### src/rtl/mdio_mgmt_pkg.sv
`timescale 1ns/1ps
package mdio_mgmt_pkg;

  typedef struct packed {
    logic load;      // capture a new frame word
    logic shift;     // advance to the next frame bit
    logic sample;    // take one read-data bit from MDIO
    logic commit;    // publish the captured read word
    logic drive;     // MDIO output enable
    logic preamble;  // output the idle/preamble one
  } mdioStrobe_t;

  // half period of MDC in system clocks for each select code
  function automatic int halfRatio(input logic [2:0] sel);
    case (sel)
      3'd0:    return 2;
      3'd1:    return 3;
      3'd2:    return 4;
      3'd3:    return 5;
      3'd4:    return 7;
      3'd5:    return 10;
      default: return 14;
    endcase
  endfunction

endpackage

### src/rtl/mdio_clk_div.sv
`timescale 1ns/1ps
module mdio_clk_div #(
  parameter int CNT_W = 4
) (
  input  logic       clk,
  input  logic       rstN,
  input  logic       hold,
  input  logic [2:0] sel,
  output logic       mdc,
  output logic       fallTick,
  output logic       riseTick
);
  import mdio_mgmt_pkg::*;

  logic [CNT_W-1:0] divCnt;
  logic [CNT_W-1:0] lastCnt;
  logic             wrap;

  assign lastCnt  = CNT_W'(halfRatio(sel) - 1);
  assign wrap     = (divCnt >= lastCnt);
  assign fallTick = wrap && mdc && !hold;
  assign riseTick = wrap && !mdc && !hold;

  always_ff @(posedge clk or negedge rstN) begin
    if (!rstN) begin
      divCnt <= '0;
      mdc    <= 1'b0;
    end else if (hold) begin
      divCnt <= '0;
      mdc    <= 1'b0;
    end else if (wrap) begin
      divCnt <= '0;
      mdc    <= ~mdc;
    end else begin
      divCnt <= divCnt + 1'b1;
    end
  end

  AST_MDC_HELD_LOW: assert property (@(posedge clk) disable iff (!rstN)
    hold |=> !mdc);

endmodule

### src/rtl/mdio_seq_ctrl.sv
`timescale 1ns/1ps
module mdio_seq_ctrl #(
  parameter int PRE_BITS   = 32,
  parameter int FRAME_BITS = 32,
  parameter int DATA_BITS  = 16
) (
  input  logic                       clk,
  input  logic                       rstN,
  input  logic                       hold,
  input  logic                       startReq,
  input  logic                       startRead,
  input  logic                       fallTick,
  input  logic                       riseTick,
  output logic                       busy,
  output mdio_mgmt_pkg::mdioStrobe_t strobe
);
  localparam int TOTAL    = PRE_BITS + FRAME_BITS;
  localparam int IDX_W    = $clog2(TOTAL);
  localparam int TA_POS   = TOTAL - DATA_BITS - 2;
  localparam int DATA_POS = TOTAL - DATA_BITS;

  logic             started;
  logic             isRead;
  logic [IDX_W-1:0] bitIdx;
  logic             startAccept;
  logic             lastBit;

  assign startAccept = startReq && !busy && !hold;
  assign lastBit     = (bitIdx == IDX_W'(TOTAL - 1));

  always_ff @(posedge clk or negedge rstN) begin
    if (!rstN) begin
      busy    <= 1'b0;
      started <= 1'b0;
      isRead  <= 1'b0;
      bitIdx  <= '0;
    end else if (hold) begin
      busy    <= 1'b0;
      started <= 1'b0;
      isRead  <= 1'b0;
      bitIdx  <= '0;
    end else if (startAccept) begin
      busy    <= 1'b1;
      started <= 1'b0;
      isRead  <= startRead;
      bitIdx  <= '0;
    end else if (busy && fallTick) begin
      if (!started) begin
        started <= 1'b1;
        bitIdx  <= '0;
      end else if (lastBit) begin
        busy    <= 1'b0;
        started <= 1'b0;
      end else begin
        bitIdx  <= bitIdx + 1'b1;
      end
    end
  end

  always_comb begin
    strobe.load     = startAccept;
    strobe.shift    = busy && started && fallTick && !lastBit &&
                      (bitIdx >= IDX_W'(PRE_BITS));
    strobe.sample   = busy && started && riseTick && isRead &&
                      (bitIdx >= IDX_W'(DATA_POS));
    strobe.commit   = busy && started && fallTick && lastBit && isRead;
    strobe.drive    = busy && started && !(isRead && (bitIdx >= IDX_W'(TA_POS)));
    strobe.preamble = !started || (bitIdx < IDX_W'(PRE_BITS));
  end

  AST_IGNORE_WHILE_BUSY: assert property (@(posedge clk) disable iff (!rstN)
    (busy && startReq && !fallTick && !hold) |=> (busy && $stable(isRead) && $stable(bitIdx)));
  AST_BUSY_ENDS_ON_FALL: assert property (@(posedge clk) disable iff (!rstN)
    $fell(busy) |-> ($past(fallTick) || $past(hold)));
  AST_SAMPLE_RELEASED: assert property (@(posedge clk) disable iff (!rstN)
    strobe.sample |-> !strobe.drive);

endmodule

### src/rtl/mdio_shift_path.sv
`timescale 1ns/1ps
module mdio_shift_path #(
  parameter int FRAME_BITS = 32,
  parameter int DATA_BITS  = 16
) (
  input  logic                        clk,
  input  logic                        rstN,
  input  mdio_mgmt_pkg::mdioStrobe_t  strobe,
  input  logic [FRAME_BITS-1:0]       loadWord,
  input  logic                        mdioIn,
  output logic                        mdioOut,
  output logic                        mdioOe,
  output logic [DATA_BITS-1:0]        rdData
);
  logic [FRAME_BITS-1:0] txWord;
  logic [DATA_BITS-1:0]  capWord;

  always_ff @(posedge clk or negedge rstN) begin
    if (!rstN) begin
      txWord  <= '0;
      capWord <= '0;
      rdData  <= '0;
    end else begin
      if (strobe.load)
        txWord <= loadWord;
      else if (strobe.shift)
        txWord <= {txWord[FRAME_BITS-2:0], 1'b0};
      if (strobe.sample)
        capWord <= {capWord[DATA_BITS-2:0], mdioIn};
      if (strobe.commit)
        rdData <= capWord;
    end
  end

  assign mdioOut = strobe.preamble ? 1'b1 : txWord[FRAME_BITS-1];
  assign mdioOe  = strobe.drive;

endmodule

### src/rtl/mdio_mgmt_master.sv
`timescale 1ns/1ps
module mdio_mgmt_master #(
  parameter int ADDR_W    = 3,
  parameter int HOST_W    = 32,
  parameter int PHY_W     = 5,
  parameter int REG_W     = 5,
  parameter int DATA_BITS = 16,
  parameter int PRE_BITS  = 32,
  parameter int CNT_W     = 4
) (
  input  logic              clk,
  input  logic              rstN,
  input  logic              hostWrEn,
  input  logic [ADDR_W-1:0] hostAddr,
  input  logic [HOST_W-1:0] hostWrData,
  output logic [HOST_W-1:0] hostRdData,
  output logic              mdc,
  output logic              mdioOut,
  output logic              mdioOe,
  input  logic              mdioIn
);
  import mdio_mgmt_pkg::*;

  localparam int FRAME_BITS = 6 + PHY_W + REG_W + DATA_BITS;
  localparam int PHY_LSB    = 8;
  localparam logic [ADDR_W-1:0] OFS_CFG   = ADDR_W'(0);
  localparam logic [ADDR_W-1:0] OFS_CMD   = ADDR_W'(1);
  localparam logic [ADDR_W-1:0] OFS_ADDR  = ADDR_W'(2);
  localparam logic [ADDR_W-1:0] OFS_WDATA = ADDR_W'(3);
  localparam logic [ADDR_W-1:0] OFS_RDATA = ADDR_W'(4);
  localparam logic [ADDR_W-1:0] OFS_IND   = ADDR_W'(5);

  logic [2:0]            cfgSel;
  logic                  cfgHold;
  logic                  cmdRead;
  logic [PHY_W-1:0]      phyAddr;
  logic [REG_W-1:0]      regAddr;
  logic [DATA_BITS-1:0]  wrData;
  logic [DATA_BITS-1:0]  rdData;
  logic                  busy;
  logic                  fallTick;
  logic                  riseTick;
  logic                  wrCfg, wrCmd, wrAddr, wrWdata;
  logic                  startReq;
  logic [FRAME_BITS-1:0] loadWord;
  mdioStrobe_t           strobe;

  assign wrCfg    = hostWrEn && (hostAddr == OFS_CFG);
  assign wrCmd    = hostWrEn && (hostAddr == OFS_CMD);
  assign wrAddr   = hostWrEn && (hostAddr == OFS_ADDR);
  assign wrWdata  = hostWrEn && (hostAddr == OFS_WDATA);
  assign startReq = (wrCmd && hostWrData[0]) || wrWdata;

  // frame word: start, opcode, PHY, register, turnaround, data
  assign loadWord = wrCmd
    ? {2'b01, 2'b10, phyAddr, regAddr, 2'b00, {DATA_BITS{1'b0}}}
    : {2'b01, 2'b01, phyAddr, regAddr, 2'b10, hostWrData[DATA_BITS-1:0]};

  always_ff @(posedge clk or negedge rstN) begin
    if (!rstN) begin
      cfgSel  <= 3'd6;
      cfgHold <= 1'b0;
      cmdRead <= 1'b0;
      phyAddr <= '0;
      regAddr <= '0;
      wrData  <= '0;
    end else begin
      if (wrCfg) begin
        cfgSel  <= hostWrData[2:0];
        cfgHold <= hostWrData[3];
      end
      if (wrCmd && !busy)
        cmdRead <= hostWrData[0];
      if (wrAddr) begin
        phyAddr <= hostWrData[PHY_LSB +: PHY_W];
        regAddr <= hostWrData[REG_W-1:0];
      end
      if (wrWdata && !busy && !cfgHold)
        wrData <= hostWrData[DATA_BITS-1:0];
    end
  end

  always_comb begin
    hostRdData = '0;
    case (hostAddr)
      OFS_CFG:   hostRdData[3:0] = {cfgHold, cfgSel};
      OFS_CMD:   hostRdData[0] = cmdRead;
      OFS_ADDR:  begin
                   hostRdData[PHY_LSB +: PHY_W] = phyAddr;
                   hostRdData[REG_W-1:0]        = regAddr;
                 end
      OFS_WDATA: hostRdData[DATA_BITS-1:0] = wrData;
      OFS_RDATA: hostRdData[DATA_BITS-1:0] = rdData;
      OFS_IND:   hostRdData[0] = busy;
      default:   hostRdData = '0;
    endcase
  end

  mdio_clk_div #(.CNT_W(CNT_W)) i_clkDiv (
    .clk      (clk),
    .rstN     (rstN),
    .hold     (cfgHold),
    .sel      (cfgSel),
    .mdc      (mdc),
    .fallTick (fallTick),
    .riseTick (riseTick)
  );

  mdio_seq_ctrl #(
    .PRE_BITS   (PRE_BITS),
    .FRAME_BITS (FRAME_BITS),
    .DATA_BITS  (DATA_BITS)
  ) i_seqCtrl (
    .clk       (clk),
    .rstN      (rstN),
    .hold      (cfgHold),
    .startReq  (startReq),
    .startRead (wrCmd),
    .fallTick  (fallTick),
    .riseTick  (riseTick),
    .busy      (busy),
    .strobe    (strobe)
  );

  mdio_shift_path #(
    .FRAME_BITS (FRAME_BITS),
    .DATA_BITS  (DATA_BITS)
  ) i_shiftPath (
    .clk      (clk),
    .rstN     (rstN),
    .strobe   (strobe),
    .loadWord (loadWord),
    .mdioIn   (mdioIn),
    .mdioOut  (mdioOut),
    .mdioOe   (mdioOe),
    .rdData   (rdData)
  );

  AST_OUT_STABLE_WHILE_HIGH: assert property (@(posedge clk) disable iff (!rstN)
    (mdc && $past(mdc)) |-> ($stable(mdioOut) && $stable(mdioOe)));

endmodule

### config.mk
export PLATFORM = sky130hd
export DESIGN_NAME = mdio_mgmt_master
export DESIGN_NICKNAME = d
export VERILOG_FILES = /design/src/rtl/mdio_mgmt_pkg.sv /design/src/rtl/mdio_clk_div.sv /design/src/rtl/mdio_seq_ctrl.sv /design/src/rtl/mdio_shift_path.sv /design/src/rtl/mdio_mgmt_master.sv
export SDC_FILE = /design/constraint.sdc
export NUM_CORES = 1
export LEC_CHECK = 0
export BUFFER_PORTS_ARGS = -buffer_cell sky130_fd_sc_hd__buf_2
export CAP_MARGIN = 10
export CELL_PAD_IN_SITES_DETAIL_PLACEMENT = 1
export CELL_PAD_IN_SITES_GLOBAL_PLACEMENT = 2
export CORE_ASPECT_RATIO = 0.75
export CORE_MARGIN = 4
export CORE_UTILIZATION = 38
export CTS_CLUSTER_DIAMETER = 120
export DETAILED_ROUTE_END_ITERATION = 10
export HOLD_SLACK_MARGIN = 0.15
export PLACE_DENSITY = 0.76
export SYNTH_ARGS = -nofsm -noshare
export SYNTH_HDL_FRONTEND = slang
export SYNTH_SLANG_ARGS = --single-unit
### constraint.sdc
create_clock -name clk -period 3.1 [get_ports clk]
set_clock_uncertainty 0.2 [all_clocks]
set_input_delay 0.62 -clock clk [delete_from_list [all_inputs] [get_ports clk]]
set_output_delay 0.62 -clock clk [all_outputs]
set_load 0.01 [all_outputs]
After elaboration in Yosys (flattened, before gate mapping)
Index checks and enable logic that the tools add are counted.
Storage, ports and cells
  bits in registers: 109
Cells by class
  multiplexer cells: 32
  reductions and logical operators: 44
  $lt $le $gt $ge: 5
  bitwise gates (word level): 1
  eq/ne operators: 12
  add/sub/neg operators: 3
Operator list (number)
  $mux W32: 2
  $mux W30: 1
  $mux W6: 5
  $logic_and A1 B1 Y1: 26
  $pmux W4 S6: 1
  $ge A6 B6 Y1 const B: 3
  $mux W1: 15
  $pmux W5 S3: 1
  $eq A3 B2 Y1 const B: 4
  $eq A3 B3 Y1 const B: 4
  $pmux W3 S2: 2
  $pmux W3 S4: 1
  $reduce_bool A3 Y1: 3
  $mux W4: 2
  $add A6 B1 Y6 const B: 1
  $eq A3 B1 Y1 const B: 2
  $eq A6 B6 Y1 const B: 1
  $logic_not A1 Y1: 6
  $logic_not A3 Y1: 2
  $lt A6 B6 Y1 const B: 1
  $pmux W1 S6: 1
  $reduce_bool A2 Y1: 3
  $add A4 B1 Y4 const B: 1
  $ge A4 B4 Y1: 1
  7 further kinds: 8

Logic depth before layout (Yosys ltp)
  depth after elaboration: 11
  gate-level depth with buffers: 11
  depth with buffers taken out: 8

Cells and area by module
Synthesis repeated with hierarchy kept, for this count alone.
Second synthesis, totals
  cells, all modules: 479
  area total of the unflattened synthesis: 5641.7 um2
By module, submodules not included
  mdio_shift_path: instances 1, cells an instance 209, area an instance 2824.0 um2
  mdio_mgmt_master: instances 1, cells an instance 162, area an instance 1819.2 um2
  mdio_seq_ctrl: instances 1, cells an instance 69, area an instance 620.6 um2
  mdio_clk_div: instances 1, cells an instance 39, area an instance 377.9 um2

Worst setup path after synthesis
OpenSTA, ideal clock, no wires.
  kind: flip-flop to flip-flop
  from: register cfgSel[0]
  to: register i_shiftPath.capWord[10]
  arrival time: 2344 ps
  library setup time: 125 ps
  cell stages (with the launch flop): 12
  path buffers: 3
  setup slack: 431 ps
  clock period less this slack: 2669 ps
  required time: 2775 ps
  cells stage by stage: dfrtp_1 clkbuf_1 xnor2_1 nor2_1 a21oi_1 ha_1 inv_1 o21a_1 buf_6 nor4_4 buf_8 mux2_4
On the way
  word-level cells in the longest chain between the ends: 9
  elaborated cells between the ends (all ways): 14
  classes of those cells: add/sub: 1; order compare: 1; eq/ne: 5; mux: 1; reduce/logical: 6
RTL lines
  start: declaration: line mdio_mgmt_master.sv:33  | logic [2:0] cfgSel;
  start signal: assignment: line mdio_mgmt_master.sv:69  | cfgSel <= hostWrData[2:0];
  $eq A3 B3 Y1, or another cell as far along: line mdio_mgmt_pkg.sv:15  | case (sel)
  $pmux W4 S6 *: line mdio_mgmt_pkg.sv:15
  $sub A4 B1 Y4 *: line mdio_clk_div.sv:19  | assign lastCnt = CNT_W'(halfRatio(sel) - 1);
  $ge A4 B4 Y1 *: line mdio_clk_div.sv:20  | assign wrap = (divCnt >= lastCnt);
  $logic_and A1 B1 Y1 * (2 in a row): line mdio_clk_div.sv:22  | assign riseTick = wrap && !mdc && !hold;
  $logic_and A1 B1 Y1 * (3 in a row): line mdio_seq_ctrl.sv:64  | strobe.sample = busy && started && riseTick && isRead &&
  end signal: assignment: line mdio_shift_path.sv:29  | capWord <= {capWord[DATA_BITS-2:0], mdioIn};
  end: declaration: line mdio_shift_path.sv:16  | logic [DATA_BITS-1:0] capWord;
Mark *: on every way between the ends. The rest lies on a longest branch, timed or not.
A chain may end at the register's enable or synchronous reset.

Final worst setup path
  from: register cfgSel[1]
  to: register i_shiftPath.rdData[5]
On the way
  word-level cells in the longest chain between the ends: 9
  elaborated cells between the ends (all ways): 14
  classes of those cells: add/sub: 1; order compare: 1; eq/ne: 5; mux: 1; reduce/logical: 6
RTL lines
  $eq A3 B3 Y1, or another cell as far along: line mdio_mgmt_pkg.sv:15
  $pmux W4 S6 *: line mdio_mgmt_pkg.sv:15
  $sub A4 B1 Y4 *: line mdio_clk_div.sv:19
  $ge A4 B4 Y1 *: line mdio_clk_div.sv:20
  $logic_and A1 B1 Y1 * (2 in a row): line mdio_clk_div.sv:21  | assign fallTick = wrap && mdc && !hold;
  $logic_and A1 B1 Y1 * (3 in a row): line mdio_seq_ctrl.sv:66  | strobe.commit = busy && started && fallTick && lastBit && isRead;
  end signal: assignment: line mdio_shift_path.sv:31  | rdData <= capWord;
  end: declaration: line mdio_shift_path.sv:13  | output logic [DATA_BITS-1:0] rdData
Marked as above.

==> impl_metrics.env <==
export IMPL_p_leak_nw=2.892
export IMPL_fin_crit_sh_pct=91.03
export IMPL_cts_setup_buffers=0
export IMPL_cts_buffers=9
export IMPL_dr_pass1_iters=4
export IMPL_io_buffer_count=41
export IMPL_hpwl_mm=10.42
export IMPL_crit_chain="xnor2_1, nor2_1, a21oi_1, ha_1, inv_1, o21a_1, nor4_4, buf_12, mux2_2"
export IMPL_synth_cell_types=62
export IMPL_postSynthCellCount=511
export IMPL_synth_yosys_seq_area_share_pct=48.80
export IMPL_postRouteAntennaNets=0
export IMPL_ir_worst_vdd_v=0.0002748
export IMPL_crit_path_start_kind="flop"
export IMPL_placeableCoreArea_mm2=0.01445
export IMPL_cp_max_fo=16
export IMPL_yosys_top_cells_area="dfrtp_1 (48%), mux2_2 (6.4%), mux2_4 (5.4%), nand2_1 (5.2%), mux2i_1 (2.3%)"
export IMPL_antennaDiodeCount=0
export IMPL_clk_insertion_delay_late_ps=360
export IMPL_syn_to_final_growth_pct=13.84
export IMPL_power_switching_mw=1.483
export IMPL_num_vias=4137
export IMPL_wire_per_inst_um=19.65
export IMPL_cts_resized=0
export IMPL_fin_ws_ps=278.0
export IMPL_antenna_found_initial=0
export IMPL_required_ps=3150
export IMPL_synthFlopType="dfrtp_1"
export IMPL_power_density_mw_per_mm2=691.7
export IMPL_cts_tree="built"
export IMPL_synth_edf_count=0
export IMPL_slowest_delay_ps=580
export IMPL_critPathBufInv=2
export IMPL_routabilityCongestion=0.8019
export IMPL_rsz0062_at_grt="no"
export IMPL_synthArstFlopShare_pct=100.0
export IMPL_die_w_um=148.1
export IMPL_grt_pass1_wl_mm=24.71
export IMPL_synth_most_common_cell="dfrtp_1"
export IMPL_yosys_warnings=0
export IMPL_syn_area_mm2=0.005594
export IMPL_dp_slack_ps=291.3
export IMPL_final_net_count=598
export IMPL_drive_above_1_share_pct=28.55
export IMPL_crit_type="flop to flop"
export IMPL_setup_viol=0
export IMPL_cpMaxStageDelayCell="dfstp_2"
export IMPL_p_seq_share_pct=43.9
export IMPL_status="finished, final reports clean"
export IMPL_slew_headroom_pct=44.91
export IMPL_drtIter0Drc=236
export IMPL_clkTransAtPathRegs_ps=70
export IMPL_swShare_pct=33.66
export IMPL_h_tree_depth=3
export IMPL_drv_cap=0
export IMPL_io_pins=74
export IMPL_netlist_area_leader_share_pct=47.86
export IMPL_avgSynthCellArea_um2=10.95
export IMPL_synth_common_cells="dfrtp_1 (107), nand2_1 (77), mux2_2 (32), mux2_4 (20), clkbuf_1 (19)"
export IMPL_grtUsageTotal_pct=18.60
export IMPL_fill_cells=1616
export IMPL_routed_wl_mm=14.88
export IMPL_period_needed_ps=2822
export IMPL_p_int_mw=2.923
export IMPL_ys_seq_elements=109
export IMPL_clk_root_buffer_cell="clkbuf_16"
export IMPL_fmax_mhz=354.4
export IMPL_dieArea_mm2=0.01675
export IMPL_yosys_area_top_type="dfrtp_1"
export IMPL_crit_family="flip-flops"
export IMPL_grt_max_degree=61
export IMPL_drc=0
export IMPL_grt_pass1_vias=4568
export IMPL_worstHoldPathType="input pin to asynchronous set/reset pin"
export IMPL_worstMarginPinSlew_ps=826.4
export IMPL_critPathCaptureType="flop"
export IMPL_postCtsHoldBufs=0
export IMPL_vias_per_cell=5.465
export IMPL_die_y_um=113.1
export IMPL_worst_ep_arrival_time_ps=2870
export IMPL_share_comb_of_total_power_pct=26.7
export IMPL_setup_tns_ps=0
export IMPL_finalHoldViolCount=0
export IMPL_fp_row_count=38
export IMPL_start_util_pct=38.70
export IMPL_slew_violations=0
export IMPL_clockPowerShare_pct=29.5
export IMPL_cts_sinks=109
export IMPL_clockBufferDepth=2
export IMPL_gr_total_overflow=0
routing by layer:
layer / vias to the layer above / wire length (um) / GRT usage [%]
met3: 14 / 589 / 4.363
met2: 68 / 6737 / 29.49
met4: 0 / 168 / 4.554
met5: - / 0 / 0
li1: 1900 / - / -
met1: 2155 / 7381 / 25.99
cell usage in the layout (no fill, tap or decap), types with 9 or more instances in the layout:
master / count
o221a_2: 11
nand2_1: 77
a31oi_1: 17
o31ai_1: 16
o211ai_1: 9
nand3_1: 16
buf_2: 40
a22o_1: 12
nor2_1: 12
mux2_2: 32
inv_1: 16
conb_1: 16
buf_4: 22
mux2_4: 20
clkbuf_16: 9
dfrtp_1: 107
o21ai_0: 18
mux2i_1: 13
power by group through the flow:
stage	sequential, mW	clock (mW)	combinational (mW)
floorplan	1.87	0	0.877
finish	1.93	1.30	1.17
global route	1.97	1.39	1.32
global placement	1.94	0	1.12
detailed placement	1.96	0	1.18
CTS	1.93	1.33	1.19
flip-flops by register name, summed over array words and instances (netlist names), 3 cells and up:
signal / count
cfgSel: 3
i_clkDiv.divCnt: 4
wrData: 16
i_shiftPath.capWord: 16
i_shiftPath.rdData: 16
i_shiftPath.txWord: 32
regAddr: 5
i_seqCtrl.bitIdx: 6
phyAddr: 5
worst paths after layout:
path	slack, ps	start	cells after the start	end
setup / recovery	280	cfgSel[1]	9	i_shiftPath.rdData[5]
min in group clk	280	wrData[11]	2	wrData[11]
max in group asynchronous	1840	rstN	2	phyAddr[3]
hold reg to reg	280	wrData[11]	2	wrData[11]
setup reg to reg	280	cfgSel[1]	9	i_shiftPath.rdData[5]
hold / removal	140	rstN	1	i_shiftPath.txWord[13]
cells by family (layout without fill, tap and decap cells):
family,count (synthesis),count (layout),share of synthesized area [%]
flops,109,109,48.80
mux,66,66,14.54
compound gates,105,105,14.23
simple gates,154,154,14.02
buf+inv,66,97,6.307
other cells,1,16,0.06703
xor+xnor,3,3,0.4698
fa+ha+maj,7,7,1.566
area by class of cell:
cell class	count	area, um^2	area share (%)
Sequential cell	109	2730	42.87
Multi-Input combinational cell	351	2572	40.39
Timing Repair Buffer	65	425.4	6.680
Tap cell	200	250.2	3.929
Clock buffer	9	225.2	3.536
Clock inverter	7	105.1	1.650
Inverter	16	60.06	0.9430
stage by stage:
stage	utilization (%)	hold WS [ps]	instances	power (mW)	area [um^2]
2_1_floorplan	-	124.4	526	2.744	5650
3_3_place_gp	41.78	258.2	741	3.062	6038
3_5_place_dp	41.78	266.4	741	3.135	6038
4_1_cts	44.06	183.9	757	4.450	6369
5_1_grt	44.06	225.8	757	4.680	6369
6_report	44.06	135.3	757	4.405	6369
Note: power is estimated with default switching activity, not from simulation.
